<file path="config.mk">
export PLATFORM = sky130hd
export DESIGN_NAME = vtrig_ctrl
export DESIGN_NICKNAME = d
export VERILOG_FILES = /design/src/rtl/vtrig_pkg.sv /design/src/rtl/vtrig_src.sv /design/src/rtl/vtrig_ptr.sv /design/src/rtl/vtrig_core.sv /design/src/rtl/vtrig_ctrl.sv
export SDC_FILE = /design/constraint.sdc
export NUM_CORES = 1
export LEC_CHECK = 0
export BUFFER_PORTS_ARGS = -buffer_cell sky130_fd_sc_hd__buf_2
export CAP_MARGIN = 20
export CORE_MARGIN = 2
export CORE_UTILIZATION = 51
export CTS_CLUSTER_DIAMETER = 60
export CTS_CLUSTER_SIZE = 8
export DETAILED_ROUTE_END_ITERATION = 10
export GPL_TIMING_DRIVEN = 0
export PLACE_DENSITY = 0.9
export SLEW_MARGIN = 25
export SYNTH_ARGS = -nofsm -noshare
export SYNTH_HDL_FRONTEND = slang
export SYNTH_SLANG_ARGS = --single-unit
</file>
<file path="constraint.sdc">
create_clock -name clk -period 10.41 [get_ports clk]
set_clock_uncertainty 0.2 [all_clocks]
set_input_delay 1.041 -clock clk [delete_from_list [all_inputs] [get_ports clk]]
set_output_delay 1.041 -clock clk [all_outputs]
set_load 0.1 [all_outputs]
</file>
<file path="src/rtl/vtrig_pkg.sv">
package vtrig_pkg;
  typedef enum logic [1:0] {
    ACT_NONE  = 2'd0,
    ACT_START = 2'd1,
    ACT_ABORT = 2'd2,
    ACT_DONE  = 2'd3
  } vt_act_e;
endpackage

</file>
<file path="src/rtl/vtrig_src.sv">
// Merges the key code and the CPU strobe/address into a single trigger
// source, and detects rising edges of the sequential input.
module vtrig_src #(
  parameter int N_GRP = 32,
  parameter int KEY_W = 8,
  parameter int GRP_W = 5
) (
  input  logic             clk,
  input  logic             rst_n,
  input  logic             cpu_mode,
  input  logic [KEY_W-1:0] key_in,
  input  logic             seq_in,
  input  logic             strobe,
  input  logic [GRP_W-1:0] addr,
  output logic             src_valid,
  output logic [GRP_W-1:0] src_grp,
  output logic             src_fresh,
  output logic             seq_evt
);

  function automatic logic key_ok(input logic [KEY_W-1:0] k);
    return (int'(k) >= 1) && (int'(k) <= N_GRP);
  endfunction

  function automatic logic [GRP_W-1:0] key_grp(input logic [KEY_W-1:0] k);
    return GRP_W'(int'(k) - 1);
  endfunction

  logic             strobe_q, seq_q, prev_valid;
  logic [GRP_W-1:0] addr_q, prev_grp;
  logic             strobe_rise;

  assign strobe_rise = cpu_mode & strobe & ~strobe_q;

  always_comb begin
    if (cpu_mode) begin
      src_grp   = strobe_rise ? addr : addr_q;
      src_valid = strobe & (int'(src_grp) < N_GRP);
    end else begin
      src_grp   = key_grp(key_in);
      src_valid = key_ok(key_in);
    end
  end

  assign src_fresh = src_valid & (~prev_valid | (prev_grp != src_grp));
  assign seq_evt   = ~cpu_mode & seq_in & ~seq_q;

  always_ff @(posedge clk or negedge rst_n) begin
    if (!rst_n) begin
      strobe_q   <= 1'b0;
      seq_q      <= 1'b0;
      prev_valid <= 1'b0;
      prev_grp   <= '0;
      addr_q     <= '0;
    end else begin
      strobe_q   <= strobe;
      seq_q      <= seq_in;
      prev_valid <= src_valid;
      prev_grp   <= src_grp;
      if (strobe_rise) addr_q <= addr;
    end
  end

  // the strobe edge captures the address
  a_r3_addr_latched: assert property (@(posedge clk) disable iff (!rst_n)
    (cpu_mode && strobe && !strobe_q) |=> (addr_q == $past(addr)));

  // a code held steady is fresh only once
  a_r2_fresh_once: assert property (@(posedge clk) disable iff (!rst_n)
    src_fresh |=> !(src_fresh && (src_grp == $past(src_grp))));

endmodule

</file>
<file path="src/rtl/vtrig_ptr.sv">
// Sequential group pointer, wrapping at N_GRP.
module vtrig_ptr #(
  parameter int N_GRP = 32,
  parameter int GRP_W = 5
) (
  input  logic             clk,
  input  logic             rst_n,
  input  logic             adv,
  output logic [GRP_W-1:0] ptr
);

  localparam logic [GRP_W-1:0] LAST = GRP_W'(N_GRP - 1);

  logic [GRP_W-1:0] ptr_nxt;

  generate
    if ((1 << GRP_W) == N_GRP) begin : g_pow2
      assign ptr_nxt = ptr + 1'b1;
    end else begin : g_wrap
      assign ptr_nxt = (ptr == LAST) ? '0 : ptr + 1'b1;
    end
  endgenerate

  always_ff @(posedge clk or negedge rst_n) begin
    if (!rst_n)   ptr <= '0;
    else if (adv) ptr <= ptr_nxt;
  end

  // the pointer wraps from the last group to the first
  a_r4_ptr_wrap: assert property (@(posedge clk) disable iff (!rst_n)
    (adv && ptr == LAST) |=> (ptr == '0));

  // the pointer moves only when a sequential start is taken
  a_r4_ptr_hold: assert property (@(posedge clk) disable iff (!rst_n)
    !adv |=> $stable(ptr));

endmodule

</file>
<file path="src/rtl/vtrig_core.sv">
// Decides start / abort / done each cycle from the trigger events, the
// per-group options and the busy level returned by the sequencer.
module vtrig_core
  import vtrig_pkg::*;
#(
  parameter int N_GRP = 32,
  parameter int GRP_W = 5
) (
  input  logic             clk,
  input  logic             rst_n,
  input  logic [N_GRP-1:0] opt_level,
  input  logic [N_GRP-1:0] opt_hold,
  input  logic [N_GRP-1:0] opt_retrig,
  input  logic [N_GRP-1:0] opt_stop,
  input  logic             busy,
  input  logic             src_valid,
  input  logic [GRP_W-1:0] src_grp,
  input  logic             src_fresh,
  input  logic             seq_evt,
  input  logic [GRP_W-1:0] seq_grp,
  output logic             start_o,
  output logic             abort_o,
  output logic             stop_o,
  output logic [GRP_W-1:0] grp_o,
  output logic             ptr_adv
);

  logic             run, run_src, busy_q;
  logic [GRP_W-1:0] cur;

  logic             ev_any, ev_src;
  logic [GRP_W-1:0] ev_grp;
  logic             lvl_c, hold_c, retrig_c, held_c;

  vt_act_e          act;
  logic [GRP_W-1:0] nxt_grp;
  logic             nxt_src;

  // key/strobe trigger wins over the sequential input in the same cycle
  assign ev_any   = src_fresh | seq_evt;
  assign ev_src   = src_fresh;
  assign ev_grp   = src_fresh ? src_grp : seq_grp;

  assign lvl_c    = opt_level[cur];
  assign hold_c   = opt_hold[cur];
  assign retrig_c = opt_retrig[cur];
  assign held_c   = src_valid && (src_grp == cur);

  always_comb begin
    act     = ACT_NONE;
    nxt_grp = ev_grp;
    nxt_src = ev_src;
    if (!run) begin
      if (ev_any) begin
        act = ACT_START;
      end else if (src_valid && opt_level[src_grp]) begin
        act     = ACT_START;
        nxt_grp = src_grp;
        nxt_src = 1'b1;
      end
    end else begin
      if (run_src && lvl_c && hold_c && !held_c) begin
        act = ACT_ABORT;
      end else if (ev_any && ev_grp == cur) begin
        if (!lvl_c && hold_c) act = ACT_ABORT;
        else if (retrig_c)    act = ACT_START;
      end else if (ev_any && lvl_c && !hold_c) begin
        act = ACT_START;
      end
      if (act == ACT_NONE && busy_q && !busy) act = ACT_DONE;
    end
  end

  assign ptr_adv = (act == ACT_START) && !nxt_src;

  always_ff @(posedge clk or negedge rst_n) begin
    if (!rst_n) begin
      run     <= 1'b0;
      run_src <= 1'b0;
      cur     <= '0;
      busy_q  <= 1'b0;
      start_o <= 1'b0;
      abort_o <= 1'b0;
      stop_o  <= 1'b0;
    end else begin
      busy_q  <= busy;
      start_o <= (act == ACT_START);
      abort_o <= (act == ACT_ABORT);
      stop_o  <= (act == ACT_DONE) && opt_stop[cur];
      case (act)
        ACT_START: begin
          run     <= 1'b1;
          run_src <= nxt_src;
          cur     <= nxt_grp;
        end
        ACT_ABORT, ACT_DONE: run <= 1'b0;
        default: ;
      endcase
    end
  end

  assign grp_o = cur;

  // removing the trigger of a holdable level run aborts it next cycle
  a_r7_release_aborts: assert property (@(posedge clk) disable iff (!rst_n)
    (run && run_src && opt_level[cur] && opt_hold[cur] &&
     !(src_valid && src_grp == cur)) |=> abort_o);

  // a stop pulse follows a high-to-low step of busy
  a_r11_stop_after_fall: assert property (@(posedge clk) disable iff (!rst_n)
    stop_o |-> (!$past(busy) && $past(busy, 2)));

endmodule

</file>
<file path="src/rtl/vtrig_ctrl.sv">
module vtrig_ctrl #(
  parameter int N_GRP = 32,
  parameter int KEY_W = 8,
  localparam int GRP_W = $clog2(N_GRP)
) (
  input  logic             clk,
  input  logic             rst_n,
  input  logic             cpu_mode,
  input  logic [KEY_W-1:0] key_in,
  input  logic             seq_in,
  input  logic             strobe,
  input  logic [GRP_W-1:0] addr,
  input  logic [N_GRP-1:0] opt_level,
  input  logic [N_GRP-1:0] opt_hold,
  input  logic [N_GRP-1:0] opt_retrig,
  input  logic [N_GRP-1:0] opt_stop,
  input  logic             busy,
  output logic             start,
  output logic [GRP_W-1:0] group,
  output logic             abort,
  output logic             stop_pulse
);

  logic             src_valid, src_fresh, seq_evt, ptr_adv;
  logic [GRP_W-1:0] src_grp, seq_grp;

  vtrig_src #(.N_GRP(N_GRP), .KEY_W(KEY_W), .GRP_W(GRP_W)) u_src (
    .clk(clk), .rst_n(rst_n), .cpu_mode(cpu_mode), .key_in(key_in),
    .seq_in(seq_in), .strobe(strobe), .addr(addr),
    .src_valid(src_valid), .src_grp(src_grp), .src_fresh(src_fresh),
    .seq_evt(seq_evt)
  );

  vtrig_ptr #(.N_GRP(N_GRP), .GRP_W(GRP_W)) u_ptr (
    .clk(clk), .rst_n(rst_n), .adv(ptr_adv), .ptr(seq_grp)
  );

  vtrig_core #(.N_GRP(N_GRP), .GRP_W(GRP_W)) u_core (
    .clk(clk), .rst_n(rst_n),
    .opt_level(opt_level), .opt_hold(opt_hold),
    .opt_retrig(opt_retrig), .opt_stop(opt_stop),
    .busy(busy), .src_valid(src_valid), .src_grp(src_grp),
    .src_fresh(src_fresh), .seq_evt(seq_evt), .seq_grp(seq_grp),
    .start_o(start), .abort_o(abort), .stop_o(stop_pulse),
    .grp_o(group), .ptr_adv(ptr_adv)
  );

  // the sequential input is dead in CPU mode, so the pointer stays
  a_r3_cpu_ptr_frozen: assert property (@(posedge clk) disable iff (!rst_n)
    cpu_mode |=> $stable(seq_grp));

endmodule

</file>
======== Word-level counts from Yosys, hierarchy flattened ========
Index checks and enable logic that the tools add are counted.
storage, ports and cells
  bits in registers ....................... 29
  input bits .............................. 147
  output and inout bits ................... 8
  word-level logic and storage cells ...... 89
operators by class
  add/sub/neg operators ................... 2
  order comparisons ....................... 4
  equal/unequal tests ..................... 6
  muxes and demuxes ....................... 31
  bitwise logic cells ..................... 11
  reduce and logical (&&, ||, !) cells .... 22
operator list
  kind                   count
  $mux W5                6
  $bmux W1 S5            5
  $logic_and A1 B1 Y1    14
  $mux W2                7
  $lt A5 B6 Y1 const B   2
  $mux W1                12
  $eq A5 B5 Y1           2
  $ge A8 B1 Y1 const B   1
  $le A8 B6 Y1 const B   1
  $add A5 B1 Y5 const B  1
  $and A1 B1 Y1          5
  $logic_not A1 Y1       5
  $ne A5 B5 Y1           1
  $sub A5 B1 Y5 const B  1
  $eq A2 B2 Y1 const B   2
  $not A1 Y1             4
  $eq A2 B1 Y1 const B   1
  $logic_not A2 Y1       1
  $or A1 B1 Y1           2
  $pmux W1 S2            1
  $reduce_bool A2 Y1     1
  $reduce_or A2 Y1       1

======== Depth between registers and ports, before layout ========
  depth after elaboration ................. 22
  gate-level depth with buffers ........... 15
  gate-level depth less buffers ........... 13

======== Cells and area by module ========
Synthesis repeated with hierarchy kept, for this count alone.
unflattened totals
  cell total of the unflattened synthesis .. 257
  area total of the unflattened synthesis .. 3062.9 um2
by module, submodules not included
  module      instances  cells an instance  area an instance (um2)  seq. area each (um2)
  vtrig_core  1          179                2113.3                  275.3
  vtrig_src   1          64                 749.5                   325.3
  vtrig_ptr   1          14                 200.2                   125.1

======== Least setup slack after synthesis ========
Ideal clock, no wire load.
  kind .................................... input port to flip-flop
  start point ............................. input key_in[0]
  end point ............................... register u_core.cur[0] (netlist: u_core.grp_o[0])
  setup time .............................. 0.125 ns
  arrival ................................. 4.109 ns
  required time ........................... 10.085 ns
  slack ................................... 5.976 ns
  stages .................................. 11
  path buffers ............................ 1
  path through ............................ nor3_1 mux2_2 or3_1 a2111oi_4 and2_2 mux2_4 or4b_1 nand2_1 or2_1 buf_6 mux2_4
on the way
  cells in the longest elaborated chain, start to end .. 18
  elaborated cells on any way between the ends .. 37
  classes of those cells .................. add/sub (1); order compare (2); eq/ne (4); mux (16); bitwise (3); reduce/logical (11)
RTL lines
  what                                                                    RTL line          text
  start: declaration                                                      vtrig_ctrl.sv:9   input logic [KEY_W-1:0] key_in,
  parallel branches: the longest is 18 deep, another holds $sub A5 B1 Y5  --
  end signal: assignment                                                  vtrig_core.sv:94  cur <= nxt_grp;
  end: declaration                                                        vtrig_core.sv:29  logic [GRP_W-1:0] cur;
Parallel ways; which one is timed is not known. The select of a mux whose other input is x is not followed.
A chain may end at the register's enable or synchronous reset.

======== Final worst setup path ========
  start point ............................. input key_in[0]
  end point ............................... register u_core.cur[4] (netlist: u_core.grp_o[4])
The elaborated chain is that of the path after synthesis.

==> metrics.log <==
INFO  metric status = complete, no violations
INFO  metric worst_ep_arrival_time = 4.57 ns
INFO  metric number_of_global_route_vias_before_repair = 3498
INFO  metric detail-route-antenna-nets = 0
INFO  metric largest_net_degree_at_the_start_of_global_routing = 30
INFO  metric clk_transition_reported_paths = 0.06 ns
INFO  metric worst-path-max-fanout = 7
INFO  metric synth.distinct_cells = 60
INFO  metric layout_min_cycle_time = 4.60 ns
INFO  metric post_synthesis_xor_xnor_area_fraction = 0.0433
INFO  metric maxCapViolCount = 0
INFO  metric timing.reg2reg.setup_slack = 6.35 ns
INFO  metric synth_enable_flop_cells = 0
INFO  metric die-width = 83.7 µm
INFO  metric place.port_buffers = 154
INFO  metric max-slew-margin-rel = 0.496
INFO  metric syn_avg_cell_area = 10.2 µm²
INFO  metric groute.layer.met1.usage = 0.341
INFO  metric post_drt_via_cell_ratio = 6.12
INFO  metric critPathLaunchType = input pin
INFO  metric cts.sink_count = 29
INFO  metric die_y = 83.7 µm
INFO  metric cts_resized = 0
INFO  metric gr-max-usage-layer = met2
INFO  metric drt_first_pass_iters = 6
INFO  metric dieArea = 7000 µm²
INFO  metric synthMostInstantiatedCell = sky130_fd_sc_hd__mux4_2
INFO  metric detailedPlacementHpwl = 7980 µm
INFO  metric synth.top_cells.by_area = sky130_fd_sc_hd__dfrtp_1 (22%), sky130_fd_sc_hd__mux4_2 (21%), sky130_fd_sc_hd__mux2i_1 (9.0%)
INFO  metric dr.first_iter.drc_count = 244
INFO  metric antenna_cells_inserted = 0
INFO  metric fmax = 0.217 GHz
INFO  metric power.static_leakage = 1.98 nW
INFO  metric fin_setup_tns = 0 ns
INFO  metric worst_slew_pin_slew = 0.755 ns
INFO  metric gr-total-overflow = 0
INFO  metric timing_hold_violations_final = 0
INFO  metric area_share_of_the_largest_cell_type_after_synthesis = 0.224
INFO  metric post-cts-setup-buffer-count = 0
INFO  metric yosysSeqAreaShare = 0.224
INFO  metric post_synth_and_or_nand_nor_area_fraction = 0.164
INFO  metric p_sw = 0.484 mW
INFO  metric syn-instance-count = 319
INFO  metric rows = 29
INFO  metric area.growth.synth_to_final = 30.4%
INFO  metric cts_tree = yes
INFO  metric globalRouteTotalUtil = 0.279
INFO  metric regToRegStartpoint = u_src.strobe_q
INFO  metric mappedNetlistNets = 469
INFO  metric setup_crit_path_kind = in -> reg
INFO  metric synth_fa_ha_area_frac = 0.0116
INFO  metric intPower = 0.550 mW
INFO  metric netlist_area = 3240 µm²
INFO  metric setup_viol_count_final = 0
INFO  metric min_period_over_period = 0.442
INFO  metric wirelength = 10000 µm
INFO  metric vdd_drop_max = 0.202 mV
INFO  metric pwr-share-clk = 0.118
INFO  metric pwr_density_cell = 245 nW/µm²
INFO  metric hold_buffers = 0
INFO  metric design.portCount = 155
INFO  metric worstSetupEndpointType = register
INFO  metric clockBufferDepth = 2
INFO  metric switching_share = 0.468
INFO  metric wire_per_inst = 18.0 µm
INFO  metric global_route_wire_length_before_repair = 15900 µm
INFO  metric hold_slack = 0.306 ns
INFO  metric remaining_drc_errors = 0
INFO  metric met3_usage = 0.0396
INFO  metric grt_setup_unrepaired = false
INFO  metric top_reg_cell_synth = sky130_fd_sc_hd__dfrtp_1
INFO  metric complex_gate_fraction_of_the_synthesized_area = 0.151
INFO  metric ctsHtreeMaxLevel = 2
INFO  metric via_count = 3416
INFO  metric synth.cells.most_frequent = sky130_fd_sc_hd__mux4_2 (30), sky130_fd_sc_hd__dfrtp_1 (29), sky130_fd_sc_hd__mux2i_1 (29)
INFO  metric synth_top_family_by_area = multiplexers
INFO  metric ys.warnings.count = 0
INFO  metric timing.critical_path.from = key_in[0]
INFO  metric comb_power_share = 0.709
INFO  metric report.final.slew_viol_count = 0
INFO  metric seq_power_share = 0.174
INFO  metric initial_utilization = 0.519
INFO  metric antenna_found_initial = 0
INFO  metric clkLatencyLatePin = 0.28 ns
INFO  metric ffs_w_async_s_r_synth = 1.00
INFO  metric core_area = 6240 µm²
INFO  metric design.final.nets = 630
INFO  metric cts_buffers = 5
INFO  metric ff_latch_count_synth = 29
INFO  metric muxShareOfSynthArea = 0.356
INFO  metric critical_path_required = 10.37 ns
INFO  metric cts-root-buf = sky130_fd_sc_hd__clkbuf_8
INFO  metric top_cell_type_by_total_area_after_synthesis = sky130_fd_sc_hd__dfrtp_1
INFO  metric min-delay-start = u_src.addr_q[4]
INFO  metric worst_hold_path_type = reg -> reg
INFO  metric final_wtd_congestion = 0.955
INFO  metric post_route_cells_drive_above_1_share = 0.474
INFO  metric grtUsageMet2 = 0.495
-- stage by stage --
step / instance area, µm² / setup slack [ns] / total power [mW] / utilization / cells
finish: 4220 / 5.81 / 1.03 / 0.676 / 558
global route: 4220 / 5.62 / 1.09 / 0.676 / 558
CTS: 4220 / 5.83 / 1.03 / 0.676 / 558
detailed placement: 4110 / 5.56 / 0.904 / 0.658 / 550
global placement: 4110 / 5.64 / 0.886 / 0.658 / 550
floorplan: 3240 / 5.98 / 0.750 / - / 319
-- sequential cells by signal (all words and copies together) (netlist names) --
register          cells
u_core.abort_o        1
u_core.busy_q         1
u_core.grp_o          5
u_core.run            1
u_core.run_src        1
u_core.start_o        1
u_core.stop_o         1
u_ptr.ptr             5
u_src.addr_q          5
u_src.prev_grp        5
u_src.prev_valid      1
u_src.seq_q           1
u_src.strobe_q        1
-- kinds of logic after synthesis --
kind of cell	Yosys count
AO/OA/AOI/OAI	64
multiplexers	74
AND/OR/NAND/NOR	98
buffers and inverters	35
XOR/XNOR	16
flip-flops	29
adder cells (fa/ha/maj)	3
-- layer usage --
layer  up-vias  share of wire  routed length (µm)
li1       1563              -                   -
met1      1613           0.39                3910
met2       210           0.51                5150
met3        30          0.071                 716
met4         0          0.026                 257
met5         -              0                   0
-- critical path: stages --
cell                        delay [ns]
sky130_fd_sc_hd__buf_2            0.12
sky130_fd_sc_hd__nor3_1           0.33
sky130_fd_sc_hd__mux2_2           0.40
sky130_fd_sc_hd__or3_1            0.37
sky130_fd_sc_hd__a2111oi_4        0.46
sky130_fd_sc_hd__and2_2           0.26
sky130_fd_sc_hd__mux2_4           0.32
sky130_fd_sc_hd__or4b_1           0.55
sky130_fd_sc_hd__nand2_1          0.12
sky130_fd_sc_hd__or2_1            0.14
sky130_fd_sc_hd__buf_6            0.15
sky130_fd_sc_hd__mux2_4           0.30
-- placed cells by master (no fill, tap or decap), drive strengths merged, types with 3 or more instances in the layout --
| cell | instances |
|---|---|
| a22oi | 5 |
| nand2 | 25 |
| a32oi | 4 |
| nor2 | 14 |
| xnor2 | 9 |
| nand2b | 9 |
| buf | 167 |
| inv | 15 |
| nor2b | 6 |
| a211oi | 5 |
| a21oi | 18 |
| nand3b | 3 |
| mux2 | 14 |
| o21ai | 6 |
| nand3 | 15 |
| dfrtp | 29 |
| mux2i | 30 |
| o311ai | 3 |
| a221oi | 6 |
| ha | 3 |
| mux4 | 30 |
| and3 | 3 |
| clkbuf | 14 |
| or3 | 3 |
| xor2 | 7 |
| nor3b | 4 |
| nor3 | 3 |
-- worst paths after layout --
check                                    end  cells past startpoint
setup / recovery             u_core.grp_o[4]                     12
hold / removal               u_src.addr_q[4]                      1
setup reg to reg             u_core.grp_o[4]                     11
hold reg to reg              u_src.addr_q[4]                      1
max in group asynchronous  u_src.prev_grp[0]                      1
min in group asynchronous     u_src.strobe_q                      1
-- final cells by class --
cell class | count | area (µm²)
multi-input cells | 255 | 2350
fillers | 511 | 2020
repair buffers | 154 | 771
flip-flops and latches | 29 | 726
plain buffers | 20 | 105
well taps | 77 | 96.3
clock buffers | 7 | 86.3
inverters | 15 | 56.3
clock inverters | 1 | 30.0
-- power groups by stage --
stage	registers, mW	clock network (mW)	logic [mW]
final	0.179	0.121	0.732
after global placement	0.177	0	0.709
after CTS	0.178	0.123	0.728
after detailed placement	0.180	0	0.724
after floorplan	0.266	0	0.483
after global routing	0.183	0.127	0.781
Power figures use the tool's default switching activity.
